File: src/rtl/spi_eng_pkg.sv
package spi_eng_pkg;

   // control register bit positions (software visible)
   localparam int CTL_MASTER = 0;
   localparam int CTL_CPOL   = 1;
   localparam int CTL_CPHA   = 2;
   localparam int CTL_LSBF   = 3;
   localparam int CTL_GATE   = 4;
   localparam int CTL_DONE   = 7;

   typedef struct packed {
      logic lsb_first;
      logic ss_gate;
      logic cpha;
      logic cpol;
      logic master;
   } spi_mode_t;

endpackage

File: src/rtl/spi_eng_sync.sv
module spi_eng_sync #(
   parameter int   STAGES  = 2,
   parameter logic RST_VAL = 1'b0
) (
   input  logic clk,
   input  logic rst_n,
   input  logic d,
   output logic q
);
   logic [STAGES-1:0] pipe;

   always_ff @(posedge clk or negedge rst_n) begin
      if (!rst_n) pipe <= {STAGES{RST_VAL}};
      else        pipe <= {pipe[STAGES-2:0], d};
   end

   assign q = pipe[STAGES-1];
endmodule

File: src/rtl/spi_eng_regs.sv
module spi_eng_regs
   import spi_eng_pkg::*;
(
   input  logic      clk,
   input  logic      rst_n,
   input  logic      wr_en,
   input  logic      wr_sel,
   input  spi_mode_t ctl_wr,
   input  logic      done_wr,
   input  logic      busy,
   input  logic      xfer_end,
   output spi_mode_t mode_q,
   output logic      done_q,
   output logic      load,
   output logic      start
);
   logic ctl_write;

   assign ctl_write = wr_en && !wr_sel;
   assign load      = wr_en && wr_sel && !busy;
   assign start     = load && mode_q.master;

   always_ff @(posedge clk or negedge rst_n) begin
      if (!rst_n) mode_q <= '0;
      else if (ctl_write && !busy) mode_q <= ctl_wr;
   end

   always_ff @(posedge clk or negedge rst_n) begin
      if (!rst_n)                   done_q <= 1'b0;
      else if (xfer_end)            done_q <= 1'b1;
      else if (ctl_write && !done_wr) done_q <= 1'b0;
   end
endmodule

File: src/rtl/spi_eng_clkgen.sv
module spi_eng_clkgen #(
   parameter int DATA_W   = 8,
   parameter int HALF_DIV = 2
) (
   input  logic clk,
   input  logic rst_n,
   input  logic start,
   input  logic cpol,
   output logic sck,
   output logic run,
   output logic lead_ev,
   output logic trail_ev
);
   localparam int EDGES = 2 * DATA_W;
   localparam int EW    = $clog2(EDGES + 1);
   localparam int DW    = (HALF_DIV > 1) ? $clog2(HALF_DIV) : 1;

   logic [DW-1:0] div_q;
   logic [EW-1:0] edge_q;
   logic          phase_q;
   logic          tick;

   assign tick     = run && (div_q == DW'(HALF_DIV - 1));
   assign lead_ev  = tick && !phase_q;
   assign trail_ev = tick && phase_q;
   assign sck      = cpol ^ phase_q;

   always_ff @(posedge clk or negedge rst_n) begin
      if (!rst_n) begin
         run     <= 1'b0;
         div_q   <= '0;
         edge_q  <= '0;
         phase_q <= 1'b0;
      end else if (start) begin
         run     <= 1'b1;
         div_q   <= '0;
         edge_q  <= '0;
         phase_q <= 1'b0;
      end else if (tick) begin
         div_q   <= '0;
         phase_q <= !phase_q;
         edge_q  <= edge_q + 1'b1;
         if (edge_q == EW'(EDGES - 1)) run <= 1'b0;
      end else if (run) begin
         div_q <= div_q + 1'b1;
      end
   end
endmodule

File: src/rtl/spi_eng_shift.sv
module spi_eng_shift #(
   parameter int DATA_W = 8,
   localparam int CW    = $clog2(DATA_W + 1)
) (
   input  logic              clk,
   input  logic              rst_n,
   input  logic              load,
   input  logic [DATA_W-1:0] load_data,
   input  logic              sample_ev,
   input  logic              shift_ev,
   input  logic              din,
   input  logic              lsb_first,
   output logic              dout,
   output logic [CW-1:0]     cnt_gray,
   output logic [DATA_W-1:0] rd_data,
   output logic              xfer_end,
   output logic              cnt_busy
);
   logic [DATA_W-1:0] tx_q, rx_q, rx_next, tx_next;
   logic [CW-1:0]     cnt_q;

   assign rx_next  = lsb_first ? {din, rx_q[DATA_W-1:1]} : {rx_q[DATA_W-2:0], din};
   assign tx_next  = lsb_first ? (tx_q >> 1) : (tx_q << 1);
   assign dout     = lsb_first ? tx_q[0] : tx_q[DATA_W-1];
   assign xfer_end = sample_ev && (cnt_q == CW'(DATA_W - 1));
   assign cnt_busy = (cnt_q != '0) && (cnt_q != CW'(DATA_W));
   assign cnt_gray = cnt_q ^ (cnt_q >> 1);

   always_ff @(posedge clk or negedge rst_n) begin
      if (!rst_n) begin
         tx_q    <= '0;
         rx_q    <= '0;
         rd_data <= '0;
         cnt_q   <= '0;
      end else if (load) begin
         tx_q  <= load_data;
         cnt_q <= '0;
      end else begin
         if (sample_ev) begin
            rx_q  <= rx_next;
            cnt_q <= (cnt_q == CW'(DATA_W)) ? CW'(1) : cnt_q + 1'b1;
            if (xfer_end) rd_data <= rx_next;
         end
         if (shift_ev && cnt_q != '0) tx_q <= tx_next;
      end
   end
endmodule

File: src/rtl/spi_shift_engine.sv
module spi_shift_engine
   import spi_eng_pkg::*;
#(
   parameter int DATA_W      = 8,
   parameter int HALF_DIV    = 2,
   parameter int SYNC_STAGES = 2,
   localparam int CW         = $clog2(DATA_W + 1)
) (
   input  logic              clk,
   input  logic              rst_n,
   input  logic              wr_en,
   input  logic              wr_sel,
   input  logic [DATA_W-1:0] wr_data,
   output logic [DATA_W-1:0] rd_data,
   output logic [CW-1:0]     bit_gray,
   output logic              done,
   output logic              busy,
   input  logic              sck_i,
   output logic              sck_o,
   output logic              sck_oe,
   input  logic              ss_n_i,
   input  logic              din_i,
   output logic              dout_o,
   output logic              dout_oe
);
   // elaboration-time parameter checks
   if (DATA_W < 8) begin : g_bad_width
      $error("DATA_W must be at least 8: control bits reach bit 7");
   end
   if (HALF_DIV < 1) begin : g_bad_div
      $error("HALF_DIV must be at least 1");
   end
   if (SYNC_STAGES < 2) begin : g_bad_sync
      $error("SYNC_STAGES must be at least 2");
   end

   spi_mode_t mode_q, ctl_wr;
   logic      load, start, xfer_end, cnt_busy;
   logic      gen_run, gen_lead, gen_trail;
   logic      sck_s, ss_s, sck_prev;
   logic      slv_lead, slv_trail, slv_block, sck_chg;
   logic      lead_ev, trail_ev, sample_ev, shift_ev;

   assign ctl_wr = '{master:    wr_data[CTL_MASTER],
                     cpol:      wr_data[CTL_CPOL],
                     cpha:      wr_data[CTL_CPHA],
                     lsb_first: wr_data[CTL_LSBF],
                     ss_gate:   wr_data[CTL_GATE]};

   assign busy = mode_q.master ? gen_run : cnt_busy;

   spi_eng_regs u_regs (
      .clk      (clk),
      .rst_n    (rst_n),
      .wr_en    (wr_en),
      .wr_sel   (wr_sel),
      .ctl_wr   (ctl_wr),
      .done_wr  (wr_data[CTL_DONE]),
      .busy     (busy),
      .xfer_end (xfer_end),
      .mode_q   (mode_q),
      .done_q   (done),
      .load     (load),
      .start    (start)
   );

   spi_eng_clkgen #(.DATA_W(DATA_W), .HALF_DIV(HALF_DIV)) u_clkgen (
      .clk      (clk),
      .rst_n    (rst_n),
      .start    (start),
      .cpol     (mode_q.cpol),
      .sck      (sck_o),
      .run      (gen_run),
      .lead_ev  (gen_lead),
      .trail_ev (gen_trail)
   );

   spi_eng_sync #(.STAGES(SYNC_STAGES), .RST_VAL(1'b0)) u_sync_sck (
      .clk (clk), .rst_n (rst_n), .d (sck_i), .q (sck_s)
   );

   spi_eng_sync #(.STAGES(SYNC_STAGES), .RST_VAL(1'b1)) u_sync_ss (
      .clk (clk), .rst_n (rst_n), .d (ss_n_i), .q (ss_s)
   );

   always_ff @(posedge clk or negedge rst_n) begin
      if (!rst_n) sck_prev <= 1'b0;
      else        sck_prev <= sck_s;
   end

   assign sck_chg   = sck_s != sck_prev;
   assign slv_block = mode_q.master || (mode_q.ss_gate && ss_s);
   assign slv_lead  = !slv_block && sck_chg && (sck_s != mode_q.cpol);
   assign slv_trail = !slv_block && sck_chg && (sck_s == mode_q.cpol);

   assign lead_ev   = mode_q.master ? gen_lead  : slv_lead;
   assign trail_ev  = mode_q.master ? gen_trail : slv_trail;
   assign sample_ev = mode_q.cpha ? trail_ev : lead_ev;
   assign shift_ev  = mode_q.cpha ? lead_ev  : trail_ev;

   spi_eng_shift #(.DATA_W(DATA_W)) u_shift (
      .clk       (clk),
      .rst_n     (rst_n),
      .load      (load),
      .load_data (wr_data),
      .sample_ev (sample_ev),
      .shift_ev  (shift_ev),
      .din       (din_i),
      .lsb_first (mode_q.lsb_first),
      .dout      (dout_o),
      .cnt_gray  (bit_gray),
      .rd_data   (rd_data),
      .xfer_end  (xfer_end),
      .cnt_busy  (cnt_busy)
   );

   assign sck_oe  = mode_q.master;
   assign dout_oe = mode_q.master || !(mode_q.ss_gate && ss_n_i);
endmodule

File: config.mk
export PLATFORM = sky130hd
export DESIGN_NAME = spi_shift_engine
export DESIGN_NICKNAME = d
export VERILOG_FILES = /design/src/rtl/spi_eng_pkg.sv /design/src/rtl/spi_eng_sync.sv /design/src/rtl/spi_eng_regs.sv /design/src/rtl/spi_eng_clkgen.sv /design/src/rtl/spi_eng_shift.sv /design/src/rtl/spi_shift_engine.sv
export SDC_FILE = /design/constraint.sdc
export NUM_CORES = 1
export LEC_CHECK = 0
export BUFFER_PORTS_ARGS = -buffer_cell sky130_fd_sc_hd__buf_2
export CELL_PAD_IN_SITES_DETAIL_PLACEMENT = 1
export CELL_PAD_IN_SITES_GLOBAL_PLACEMENT = 1
export CORE_MARGIN = 4
export CORE_UTILIZATION = 48
export CTS_CLUSTER_DIAMETER = 50
export DETAILED_ROUTE_END_ITERATION = 16
export GPL_TIMING_DRIVEN = 1
export PLACE_DENSITY = 0.83
export SYNTH_ARGS = -nofsm -noshare
export SYNTH_HDL_FRONTEND = slang
export SYNTH_HIERARCHICAL = 1
export SYNTH_SLANG_ARGS = --single-unit
export TNS_END_PERCENT = 20
File: constraint.sdc
create_clock -name clk -period 4.93 [get_ports clk]
set_clock_uncertainty 0.05 [all_clocks]
set_input_delay 0.7395 -clock clk [delete_from_list [all_inputs] [get_ports clk]]
set_output_delay 0.7395 -clock clk [all_outputs]
set_load 0.03 [all_outputs]
== Word level (Yosys, flattened, before mapping) ==
Index checks and enable logic that the tools add are counted.

* Bits in registers: 47
* Bits of input ports: 15
* Output and inout bits: 18
* Word-level logic and storage cells: 90

* $add $sub $neg: 3
* Equality and inequality tests: 7
* Multiplexer cells: 25
* Bitwise logic cells: 3
* Reduce and logical (&&, ||, !) cells: 35

{| class="wikitable"
|+ Operators by type and width
! operator !! number
|-
| $mux W8 || 4
|-
| $logic_and A1 B1 Y1 || 17
|-
| $mux W1 || 16
|-
| $mux W4 || 3
|-
| $mux W5 || 2
|-
| $reduce_bool A2 Y1 || 5
|-
| $logic_not A1 Y1 || 6
|-
| $add A5 B1 Y5 const B || 1
|-
| $eq A5 B4 Y1 const B || 1
|-
| $add A4 B1 Y4 const B || 1
|-
| $eq A4 B3 Y1 const B || 1
|-
| $eq A4 B4 Y1 const B || 1
|-
| $ne A4 B4 Y1 const B || 1
|-
| $reduce_and A2 Y1 || 2
|-
| $reduce_bool A4 Y1 || 1
|-
| $xor A4 B3 Y4 || 1
|-
| $reduce_and A3 Y1 || 1
|-
| $reduce_bool A3 Y1 || 1
|-
| $logic_or A1 B1 Y1 || 2
|-
| $ne A1 B1 Y1 || 2
|-
| $add A1 B1 Y1 const B || 1
|-
| $eq A1 B1 Y1 || 1
|-
| $not A1 Y1 || 1
|-
| $xor A1 B1 Y1 || 1
|}

== Longest topological paths before layout ==
Gate-level depths: netlist of the first run.

* Depth after elaboration: 10
* Gate-level depth with buffers: 9
* Depth with buffers taken out: 8

== Hierarchy ==
The synthesis of the first run kept the hierarchy.

{| class="wikitable"
|+ By module, submodules not included
! module !! instances !! cells an instance !! area each (um^2) !! seq. area each (um^2)
|-
| spi_eng_shift || 1 || 134 || 1412.6 || 700.7
|-
| spi_eng_clkgen || 1 || 39 || 409.1 || 200.2
|-
| spi_eng_regs || 1 || 16 || 257.7 || 150.1
|-
| spi_shift_engine || 1 || 13 || 137.6 || 25.0
|-
| spi_eng_sync at u_sync_ss || 1 || 2 || 52.6 || 52.6
|-
| spi_eng_sync at u_sync_sck || 1 || 2 || 50.0 || 50.0
|}

== Worst setup path after synthesis of the first run ==
Ideal clock, no wire load.

* Path type: register -> register
* Start point: reg u_shift.cnt_q[0]
* End point: reg u_shift.tx_q[0]
* Library setup time: 0.125 ns
* Data arrival time: 1.997 ns
* Data required time: 4.755 ns
* Path slack: 2.758 ns
* Cell stages (with the launch flop): 9
* Path buffers: 1
* Clock period less this slack: 2.172 ns
* Path through: dfrtp_1 inv_1 ha_1 o21ai_0 mux2_2 and3b_2 buf_2 o21ai_0 mux2_4

* Cells in the longest elaborated chain, start to end: 6
* Elaborated cells on any way between the ends: 9
* Classes of those cells: eq/ne: 1; mux: 2; reduce/logical: 6

{| class="wikitable"
|+ Ends and longest elaborated chain
! what !! RTL line !! RTL
|-
| start: declaration || spi_eng_shift.sv:20 || <nowiki>logic [CW-1:0] cnt_q;</nowiki>
|-
| start signal: assignment || spi_eng_shift.sv:41 || <nowiki>cnt_q <= (cnt_q == CW'(DATA_W)) ? CW'(1) : cnt_q + 1'b1;</nowiki>
|-
| $ne A4 B4 Y1 / $reduce_bool A4 Y1 (equally long branches) || spi_eng_shift.sv:26 || <nowiki>assign cnt_busy = (cnt_q != '0) && (cnt_q != CW'(DATA_W));</nowiki>
|-
| $logic_and A1 B1 Y1 (*) || spi_eng_shift.sv:26 ||
|-
| net cnt_busy || spi_shift_engine.sv:38 || <nowiki>logic load, start, xfer_end, cnt_busy;</nowiki>
|-
| $mux W1 (*) || spi_shift_engine.sv:50 || <nowiki>assign busy = mode_q.master ? gen_run : cnt_busy;</nowiki>
|-
| net busy || spi_shift_engine.sv:17 || <nowiki>output logic busy,</nowiki>
|-
| $logic_not A1 Y1 (*) || spi_eng_regs.sv:20 || <nowiki>assign load = wr_en && wr_sel && !busy;</nowiki>
|-
| $logic_and A1 B1 Y1 (*) || spi_eng_regs.sv:20 ||
|-
| net load || spi_shift_engine.sv:38 ||
|-
| $mux W8 / $reduce_bool A2 Y1 (equally long branches) || n/a ||
|-
| end signal: assignment || spi_eng_shift.sv:36 || <nowiki>tx_q <= load_data;</nowiki>
|-
| end signal: assignment || spi_eng_shift.sv:44 || <nowiki>if (shift_ev && cnt_q != '0) tx_q <= tx_next;</nowiki>
|-
| end: declaration || spi_eng_shift.sv:19 || <nowiki>logic [DATA_W-1:0] tx_q, rx_q, rx_next, tx_next;</nowiki>
|}

Mark *: on every way through the listed nets, which the timed path passes. The rest lies on a longest branch.
A chain may end at the register's enable or synchronous reset.

== Final worst setup path of the first run ==
* Start point: reg u_sync_sck.pipe[1]
* End point: reg u_shift.rd_data[6]

* Cells in the longest elaborated chain, start to end: 7
* Elaborated cells on any way between the ends: 11
* Classes of those cells: eq/ne: 3; mux: 3; reduce/logical: 5

{| class="wikitable"
|+ Ends and longest elaborated chain
! what !! RTL line !! RTL
|-
| start: declaration || spi_eng_sync.sv:10 || <nowiki>logic [STAGES-1:0] pipe;</nowiki>
|-
| start signal: assignment || spi_eng_sync.sv:13 || <nowiki>if (!rst_n) pipe <= {STAGES{RST_VAL}};</nowiki>
|-
| start signal: assignment || spi_eng_sync.sv:14 || <nowiki>else pipe <= {pipe[STAGES-2:0], d};</nowiki>
|-
| $ne A1 B1 Y1 || spi_shift_engine.sv:91 || <nowiki>assign sck_chg = sck_s != sck_prev;</nowiki>
|-
| $logic_and A1 B1 Y1 || spi_shift_engine.sv:93, spi_shift_engine.sv:94 ||
|-
| $logic_and A1 B1 Y1, on equally long branches || spi_shift_engine.sv:93, spi_shift_engine.sv:94 ||
|-
| $mux W1, on equally long branches || spi_shift_engine.sv:96, spi_shift_engine.sv:97 ||
|-
| $mux W1 (*) || spi_shift_engine.sv:98 || <nowiki>assign sample_ev = mode_q.cpha ? trail_ev : lead_ev;</nowiki>
|-
| net sample_ev || spi_shift_engine.sv:42 || <nowiki>logic lead_ev, trail_ev, sample_ev, shift_ev;</nowiki>
|-
| $logic_and A1 B1 Y1 || spi_eng_shift.sv:25 || <nowiki>assign xfer_end = sample_ev && (cnt_q == CW'(DATA_W - 1));</nowiki>
|-
| $reduce_and A3 Y1 (no source line) (*) || n/a ||
|-
| end signal: assignment || spi_eng_shift.sv:42 || <nowiki>if (xfer_end) rd_data <= rx_next;</nowiki>
|-
| end: declaration || spi_eng_shift.sv:15 || <nowiki>output logic [DATA_W-1:0] rd_data,</nowiki>
|}

Marks and branches as above.

==> flow_summary.yaml, run 1 <==
worst_setup_path:
  crit_chain: "xnor3_1 > o32ai_1 > nand4b_1 > o21ai_0"
  crit_end: "u_shift/rd_data[6]"
  path_depth: 4
  endpoint_kind: "register"
  cp.buffers_inverters: 0
  crit_arrival_ns: 2.90
  slowest_stage: "o32ai_1"
  start_kind: "register"
  crit_family: "compound AO/OA/AOI/OAI gates"
  critPathMaxStageDelay_ns: 0.69
  rrSetupSlack_ns: 2.17
  required_ns: 5.07
  cp_max_fo: 16
  reg2reg_from: "u_sync_sck/pipe[1]"
  rr_worst_depth: 4
  criticalPathCategory: "reg -> reg"
  critical_path.startpoint: "u_sync_sck/pipe[1]"
  r2r_end: "u_shift/rd_data[6]"
routing:
  wl_per_cell_um: 17.3
  wl_met2_um: 2340
  first_iter_violations: 125
  totalWireLength_um: 4990
  wl_met1_um: 2370
  vias: 1654
  first_pass_iters: 4
  via_per_inst: 5.72
  dr_wl_met3_um: 215
  maxUsedRoutingLayer: "met4"
  ant_nets: 0
  drc_errors: 0
layout:
  nets: 258
  finalNonFillerCells: 289
  fin_area_um2: 2560
  area_growth_pct: 10.5
  drive_gt1_share_pct: 24.7
  antenna_cells: 0
  final_common_cell: "dfrtp_1"
  final_cell_mix: "45 x dfrtp_1, 32 x buf_2, 22 x nand2_1, 21 x o21ai_0, 15 x mux2i_1"
power_and_ir_drop:
  p_int_uw: 958
  power.total_uw: 1680
  ir_drop_mv: 0.420
  p_leak_uw: 0.00125
  switchingPower_uw: 725
  clkPwrFrac_pct: 14.0
  combPwrFrac_pct: 44.8
  swShare_pct: 43.1
  powerDensity_nw_per_um2: 656
  power_frac_seq_pct: 41.2
placed_design:
  portBuffers: 32
  dp_hpwl_um: 3650
  place_inst: 282
  routabilityCongestion: 0.876
  placed_area_um2: 2480
floorplanning:
  die-area_um2: 6010
  start_util_pct: 49.4
  dieWidth_um: 77.5
  rows: 25
  die_h_um: 77.5
  io-pin-count: 33
  coreArea_um2: 4690
worst_hold_path:
  hp-class: "reg -> reg"
  holdPathStages: 0
sta:
  hold_viol_final: 0
  max_slew_margin_pct: 43.4
  setup_viol: 0
  timing.final.crit_share_pct: 55.9
  rsz0062_at_grt: "false"
  min_period_ns: 2.76
  worst_pin_slew_ns: 0.849
  fmax_ghz: 0.363
  whs_ns: 0.309
  setup_tns_ns: 0
  slew_viol_final: 0
synthesis:
  ys_ff_latch: 47
  seq_area_frac_synth_pct: 50.8
  syn_nets: 229
  syn-instance-count: 206
  synth.distinct_cells: 42
  synth_area_um2: 2320
  synth_warnings: 6
  avgSynthCellArea_um2: 11.3
cts:
  ctsResizeCount: 0
  cts_max_path_buffers: 2
  cts_setup_buffers: 0
  htreeDepth: 2
  ctsHoldBuffers: 0
  root_buffer: "clkbuf_8"
  insertion_delay_ns: 0.30
  cts_tree: "done"
  clk_pin_slew_ns: 0.08
  cts.sinks: 47
  cts_buffers: 5
grt:
  grt_pass1_wl_um: 8880
  grt_start_max_net_pins: 48
  grt_overflow: 0
  track_usage_pct: 18.8
  grt_pass1_vias: 1747
  antenna_found_initial: 0
job:
  drv_cap: 0
run_status:
  status: "finished clean"
==> worst min path at each step <==
stage / end / slack, ns / startpoint
after global routing: u_sync_ss/pipe[1] / 0.32 / u_sync_ss/pipe[0]
after CTS: u_sync_ss/pipe[1] / 0.31 / u_sync_ss/pipe[0]
after global placement: u_sync_sck/pipe[1] / 0.29 / u_sync_sck/pipe[0]
after floorplan: u_sync_sck/pipe[1] / 0.28 / u_sync_sck/pipe[0]
final: u_sync_ss/pipe[1] / 0.31 / u_sync_ss/pipe[0]
after detailed placement: u_sync_sck/pipe[1] / 0.30 / u_sync_sck/pipe[0]
==> metal layers <==
layer	up-vias	GRT usage (%)
li1	782	-
met1	820	27.3
met2	46	28.2
met3	6	4.87
met4	0	4.80
met5	-	0
==> cell usage after synthesis (all sizes together) <==
library cell	number	share of area [%]
nor3	6	1.3
o21ai	21	4.5
mux2i	15	6.5
clkbuf	1	0.22
a21o	3	0.97
mux2	10	5.2
or3	1	0.27
dfrtp	45	49
nand4	1	0.27
xnor3	1	0.97
a21bo	1	0.43
inv	7	1.1
and2	1	0.27
a22oi	1	0.32
a311oi	1	0.38
a221o	6	2.6
o32ai	1	0.38
nor3b	1	0.81
or3b	1	0.38
a21boi	1	0.32
dfstp	2	2.3
ha	8	4.3
nand2	23	4.0
a21oi	8	1.7
nand2b	1	0.27
nand3	6	1.3
nor2b	1	0.59
and3	3	0.86
nand4b	1	0.38
a211oi	1	0.32
nor2	7	1.1
a22o	1	0.38
xor2	5	1.9
and3b	1	0.43
buf	10	3.2
xnor2	2	0.76
a32o	1	0.43
==> worst register-to-register path: cells and delay by family (launching register included) <==
family / cells / cell delay (ns)
and+or+nand+nor: 1 / 0.65
DFF: 1 / 0.42
AOI/OAI and AO/OA: 2 / 1.10
xor gates and xnor gates: 1 / 0.44
==> registers in the layout (all words and copies together) (netlist names) <==
register	count
sck_prev	1
u_clkgen/div_q	1
u_clkgen/edge_q	5
u_clkgen/phase_q	1
u_clkgen/run	1
u_regs/done_q	1
u_regs/mode_q	5
u_shift/cnt_q	4
u_shift/rd_data	8
u_shift/rx_q	8
u_shift/tx_q	8
u_sync_sck/pipe	2
u_sync_ss/pipe	2
==> cells by family after synthesis <==
logic type	Yosys count	synth area share, %
and+or+nand+nor	54	12.3
DFF	47	50.8
AOI/OAI and AO/OA	46	12.8
muxes	25	11.7
buffers and inverters	18	4.53
xor gates and xnor gates	8	3.61
adders and majority gates	8	4.32
==> power groups by stage <==
| stage | sequential (uW) | combinational, uW | clock [uW] |
|---|---|---|---|
| 2_1_floorplan | 646 | 646 | 0 |
| 4_1_cts | 692 | 761 | 243 |
| 5_1_grt | 719 | 842 | 265 |
| 3_3_place_gp | 690 | 725 | 0 |
| 6_report | 693 | 755 | 235 |
| 3_5_place_dp | 700 | 755 | 0 |
==> stage by stage <==
stage | util [%] | worst slack, ns
global route | 54.6 | 1.83
detailed placement | 52.8 | 2.09
finish | 54.6 | 2.17
global placement | 52.8 | 2.26
floorplan | - | 2.76
CTS | 54.6 | 2.08
==> cell type report <==
class	count	area [um^2]
clock buffers	6	82.6
inverters	7	26.3
multi-input cells	141	1040
repair buffers	33	168
well taps	54	67.6
fillers	526	2130
flip-flops and latches	47	1180
clock inverters	1	5.00
Power figures use the tool's default switching activity.
==> inputs of run 2 (changes only) <==
- ABC_AREA: not set -> 1
- CORE_UTILIZATION: 48 -> 42
- PLACE_DENSITY: 0.83 -> 0.79
- clock period: 4.93 -> 2.7 ns (I/O delays scaled with it)
==> flow_summary.yaml, run 2 <==
synthesis:
  synth_area_um2: 2430
  synth.distinct_cells: 28
  ys_ff_latch: 47
  netlist.area_leader.share_pct: 46.3
  seq_area_frac_synth_pct: 48.5
  synth_most_common_cell: "nand2_1"
  synth_common_cells: "130 x nand2_1, 45 x dfrtp_1, 25 x inv_1"
  avgSynthCellArea_um2: 7.89
  synthArstFlopShare_pct: 100
  synth_top_area_cell: "dfrtp_1"
  synth_edf_count: 0
  yosys-top-cells-area: "dfrtp_1 46%, nand2_1 20%, nand3_1 4.9%"
  synth_warnings: 6
  ys.flop_type: "dfrtp_1"
  syn-instance-count: 308
  syn_nets: 331
cts:
  cts_setup_buffers: 0
  ctsHoldBuffers: 0
  root_buffer: "clkbuf_8"
  ctsResizeCount: 0
  clk_pin_slew_ns: 0.09
  insertion_delay_ns: 0.30
  cts_max_path_buffers: 2
  cts.sinks: 47
  cts_buffers: 5
  cts_tree: "done"
  htreeDepth: 2
routing:
  drc_errors: 0
  wl_per_cell_um: 14.3
  totalWireLength_um: 5940
  first_pass_iters: 4
  via_per_inst: 5.01
  first_iter_violations: 39
  ant_nets: 0
  vias: 2084
power_and_ir_drop:
  power_frac_seq_pct: 37.2
  swShare_pct: 44.1
  p_leak_uw: 0.00149
  p_int_uw: 1730
  powerDensity_nw_per_um2: 1110
  ir_drop_mv: 0.504
  switchingPower_uw: 1360
  combPwrFrac_pct: 43.2
  clkPwrFrac_pct: 19.7
worst_setup_path:
  critical_path.startpoint: "u_shift/cnt_q[2]"
  start_kind: "register"
  reg2reg_from: "u_shift/cnt_q[2]"
  endpoint_kind: "register"
  criticalPathCategory: "reg -> reg"
  required_ns: 2.83
  crit_arrival_ns: 2.56
  cp_max_fo: 19
floorplanning:
  rows: 27
  die_h_um: 84.1
  die-area_um2: 7070
  start_util_pct: 43.6
  dieWidth_um: 84.1
  coreArea_um2: 5570
  io-pin-count: 33
grt:
  grt_pass1_vias: 2178
  grt_start_max_net_pins: 27
  antenna_found_initial: 0
  grt_pass1_wl_um: 10400
  track_usage_pct: 18.1
  grt_overflow: 0
sta:
  hold_viol_final: 0
  whs_ns: 0.0236
  timing.final.crit_share_pct: 89.8
  setup_tns_ns: 0
  slew_viol_final: 0
  fin_ws_ns: 0.276
  max_slew_margin_pct: 65.2
  worst_pin_slew_ns: 0.522
  setup_viol: 0
  rsz0062_at_grt: "false"
  min_period_ns: 2.42
  fmax_ghz: 0.413
layout:
  antenna_cells: 0
  final_common_cell: "nand2_1"
  final_cell_mix: "130 x nand2_1, 45 x dfrtp_1, 32 x buf_2, 25 x inv_1, 24 x nand3_1"
  area_growth_pct: 14.2
  drive_gt1_share_pct: 17.7
  nets: 366
  final_core_util_pct: 49.8
  biggestRegsByFlops: "u_shift/rd_data x8, u_shift/rx_q x8, u_shift/tx_q x8"
placed_design:
  preCtsSetupSlack_ns: 0.308
  routabilityCongestion: 0.785
  dp_hpwl_um: 4550
  portBuffers: 32
run_status:
  status: "finished clean"
job:
  drv_cap: 0
worst_hold_path:
  hp-class: "in -> async"
-- run 2: logic make-up after synthesis --
family,Yosys count,share of synthesized area (%)
AOI/OAI and AO/OA,26,5.61
DFF,47,48.5
and+or+nand+nor,185,33.3
buffers and inverters,39,7.31
xor gates and xnor gates,2,0.721
adders and majority gates,8,4.12
muxes,1,0.463
-- run 2: area by class of cell --
cell class,instances,area (um^2)
repair buffers,34,175
fillers,725,2800
clock buffers,6,72.6
well taps,72,90.1
clock inverters,2,60.1
flip-flops and latches,47,1180
inverters,33,125
multi-input cells,222,1070
-- run 2: per-layer routing --
layer  vias up  routed length [um]  GRT usage [%]
met5         -                   0              0
met4         0                  29           4.24
met3         2                 213           4.05
met2        28                2870           30.5
met1      1008                2820           23.6
li1       1046                   -              -
-- run 2: worst max-delay path, cell delays in order (launching register included) --
cell and delay, ns:
dfrtp_1 0.47, inv_1 0.12, ha_1 0.20, o21ai_0 0.09, mux2_2 0.32, nor2_1 0.35, inv_2 0.23, nand2_2 0.23
inv_2 0.12, nand2_1 0.08, nand2_1 0.05
-- run 2: metrics by stage --
| step | std cells | area [um^2] | total power [uW] |
|---|---|---|---|
| finish | 416 | 2780 | 3090 |
| global route | 416 | 2780 | 3370 |
| CTS | 416 | 2780 | 3140 |
| floorplan | 308 | 2430 | 2150 |
| global placement | 408 | 2640 | 2440 |
| detailed placement | 408 | 2640 | 2500 |
-- run 2: path summary, 6_finish.rpt --
kind,to,slack (ns),cells after the start
max,u_shift/tx_q[5],0.28,10
min,u_clkgen/phase_q,0.02,1
max reg2reg,u_shift/tx_q[5],0.28,10
min reg2reg,u_sync_sck/pipe[1],0.30,0
max in group asynchronous,u_shift/tx_q[6],1.84,2
min in group clk,u_sync_ss/pipe[0],0.16,1
-- run 2: power groups by stage --
stage               clock network [uW]  logic [uW]  registers (uW)
CTS                                631        1360            1150
global placement                     0        1280            1160
detailed placement                   0        1340            1170
floorplan                            0        1020            1130
finish                             607        1330            1150
global route                       666        1520            1180
==> inputs of run 3 (changes only) <==
- CELL_PAD_IN_SITES_DETAIL_PLACEMENT: 1 -> 0
- CELL_PAD_IN_SITES_GLOBAL_PLACEMENT: 1 -> 2
- CORE_UTILIZATION: 42 -> 33
- PLACE_DENSITY: 0.79 -> 0.78
==> flow_summary.yaml, run 3 (same netlist as run 2, synthesis figures left out) <==
worst_setup_path:
  path_depth: 5
  crit_arrival_ns: 1.71
  endpoint_kind: "output pin"
  crit_chain: "inv_1 > ha_1 > o21ai_0 > mux2_2 > buf_2"
  slowest_stage: "dfrtp_1"
  start_kind: "register"
  cp.buffers_inverters: 2
  required_ns: 2.25
  critPathMaxStageDelay_ns: 0.48
  cp_max_fo: 5
  rr_worst_depth: 9
  criticalPathCategory: "reg -> out"
  crit_family: "flip-flops"
grt:
  antenna_found_initial: 0
  grt_overflow: 0
  track_usage_pct: 13.3
  grt_start_max_net_pins: 30
  grt_pass1_vias: 1919
  grt_pass1_wl_um: 9300
floorplanning:
  coreArea_um2: 7210
  dieWidth_um: 93.8
  start_util_pct: 33.7
  die_h_um: 93.8
  rows: 31
  io-pin-count: 33
  die-area_um2: 8800
cts:
  cts_setup_buffers: 0
  htreeDepth: 2
  insertion_delay_ns: 0.30
  cts_buffers: 5
  cts_tree: "done"
  root_buffer: "clkbuf_8"
  cts.sinks: 47
  ctsHoldBuffers: 0
  clk_pin_slew_ns: 0.10
  cts_max_path_buffers: 2
  ctsResizeCount: 0
layout:
  antenna_cells: 0
  nFillCells: 808
  biggestRegsByFlops: "u_shift/rd_data x8, u_shift/rx_q x8, u_shift/tx_q x8"
  final_common_cell: "nand2_1"
  drive_gt1_share_pct: 18.5
  final_cell_mix: "130 x nand2_1, 45 x dfrtp_1, 32 x buf_2, 25 x inv_1, 24 x nand3_1"
  area_growth_pct: 14.6
  nets: 368
placed_design:
  portBuffers: 32
  dp_hpwl_um: 4010
  routabilityCongestion: 0.758
power_and_ir_drop:
  p_leak_uw: 0.00148
  powerDensity_nw_per_um2: 1040
  ir_drop_mv: 0.328
routing:
  vias: 1973
  via_per_inst: 4.43
  first_pass_iters: 4
  drc_errors: 0
  totalWireLength_um: 5350
  ant_nets: 0
  wl_per_cell_um: 12.0
  first_iter_violations: 74
job:
  drv_cap: 0
run_status:
  status: "finished clean"
sta:
  timing.final.crit_share_pct: 80.3
  whs_ns: 0.0793
  slew_viol_final: 0
  hold_viol_final: 0
  setup_viol: 0
  fmax_ghz: 0.461
  max_slew_margin_pct: 55.0
  rsz0062_at_grt: "false"
  min_period_ns: 2.17
  worst_pin_slew_ns: 0.674
  setup_tns_ns: 0
worst_hold_path:
  hp-class: "in -> async"
## run 3: power by group
group	switching, uW	leakage [uW]	internal [uW]
clock network	268	0.0000443	186
registers	198	0.000602	935
logic	881	0.000831	426
## run 3: metrics by stage
| stage | instances | util (%) | setup WS, ns | total power (uW) | cell area [um^2] |
|---|---|---|---|---|---|
| global route | 445 | 38.6 | 0.254 | 3170 | 2790 |
| detailed placement | 437 | 37.3 | 0.559 | 2470 | 2690 |
| global placement | 437 | 37.3 | 0.558 | 2470 | 2690 |
| finish | 445 | 38.6 | 0.531 | 2890 | 2790 |
| floorplan | 308 | - | 0.627 | 2150 | 2430 |
| CTS | 445 | 38.6 | 0.506 | 2940 | 2790 |
## run 3: path summary, 6_finish.rpt
| path | endpoint | slack [ns] | startpoint |
|---|---|---|---|
| worst max register to register | u_shift/cnt_q[3] | 0.55 | u_shift/cnt_q[3] |
| worst min-delay path | u_clkgen/edge_q[3] | 0.08 | rst_n |
| worst min register to register | u_sync_sck/pipe[1] | 0.31 | u_sync_sck/pipe[0] |
| min in group clk | u_sync_sck/pipe[0] | 0.15 | sck_i |
| worst max-delay path | busy | 0.53 | u_shift/cnt_q[3] |
| max in group asynchronous | u_shift/cnt_q[1] | 1.92 | rst_n |
## run 3: final cells by class
cell class,count,area [um^2],area share [%]
clock buffer,5,68.8,2.47
tap,99,124,4.45
clock inverter,3,25.0,0.898
timing repair buffer,36,190,6.83
inverter,33,125,4.49
multi-input combinational,222,1070,38.5
sequential,47,1180,42.3
## run 3: routing by layer
metal	up-vias	wire length, um	global-route usage (%)
li1	1048	-	-
met1	879	2800	19.4
met2	42	2250	19.3
met3	4	256	3.69
met4	0	47	3.61
met5	-	0	0
## run 3: worst reg2reg max path, stage by stage (launching register included)
cell and delay, ns:
dfrtp_1 0.48, inv_1 0.12, ha_1 0.23, o21ai_0 0.15, mux2_2 0.22, nor2_1 0.08
buf_4 0.15, nor2_4 0.31, nand2_1 0.11, o21ai_0 0.18
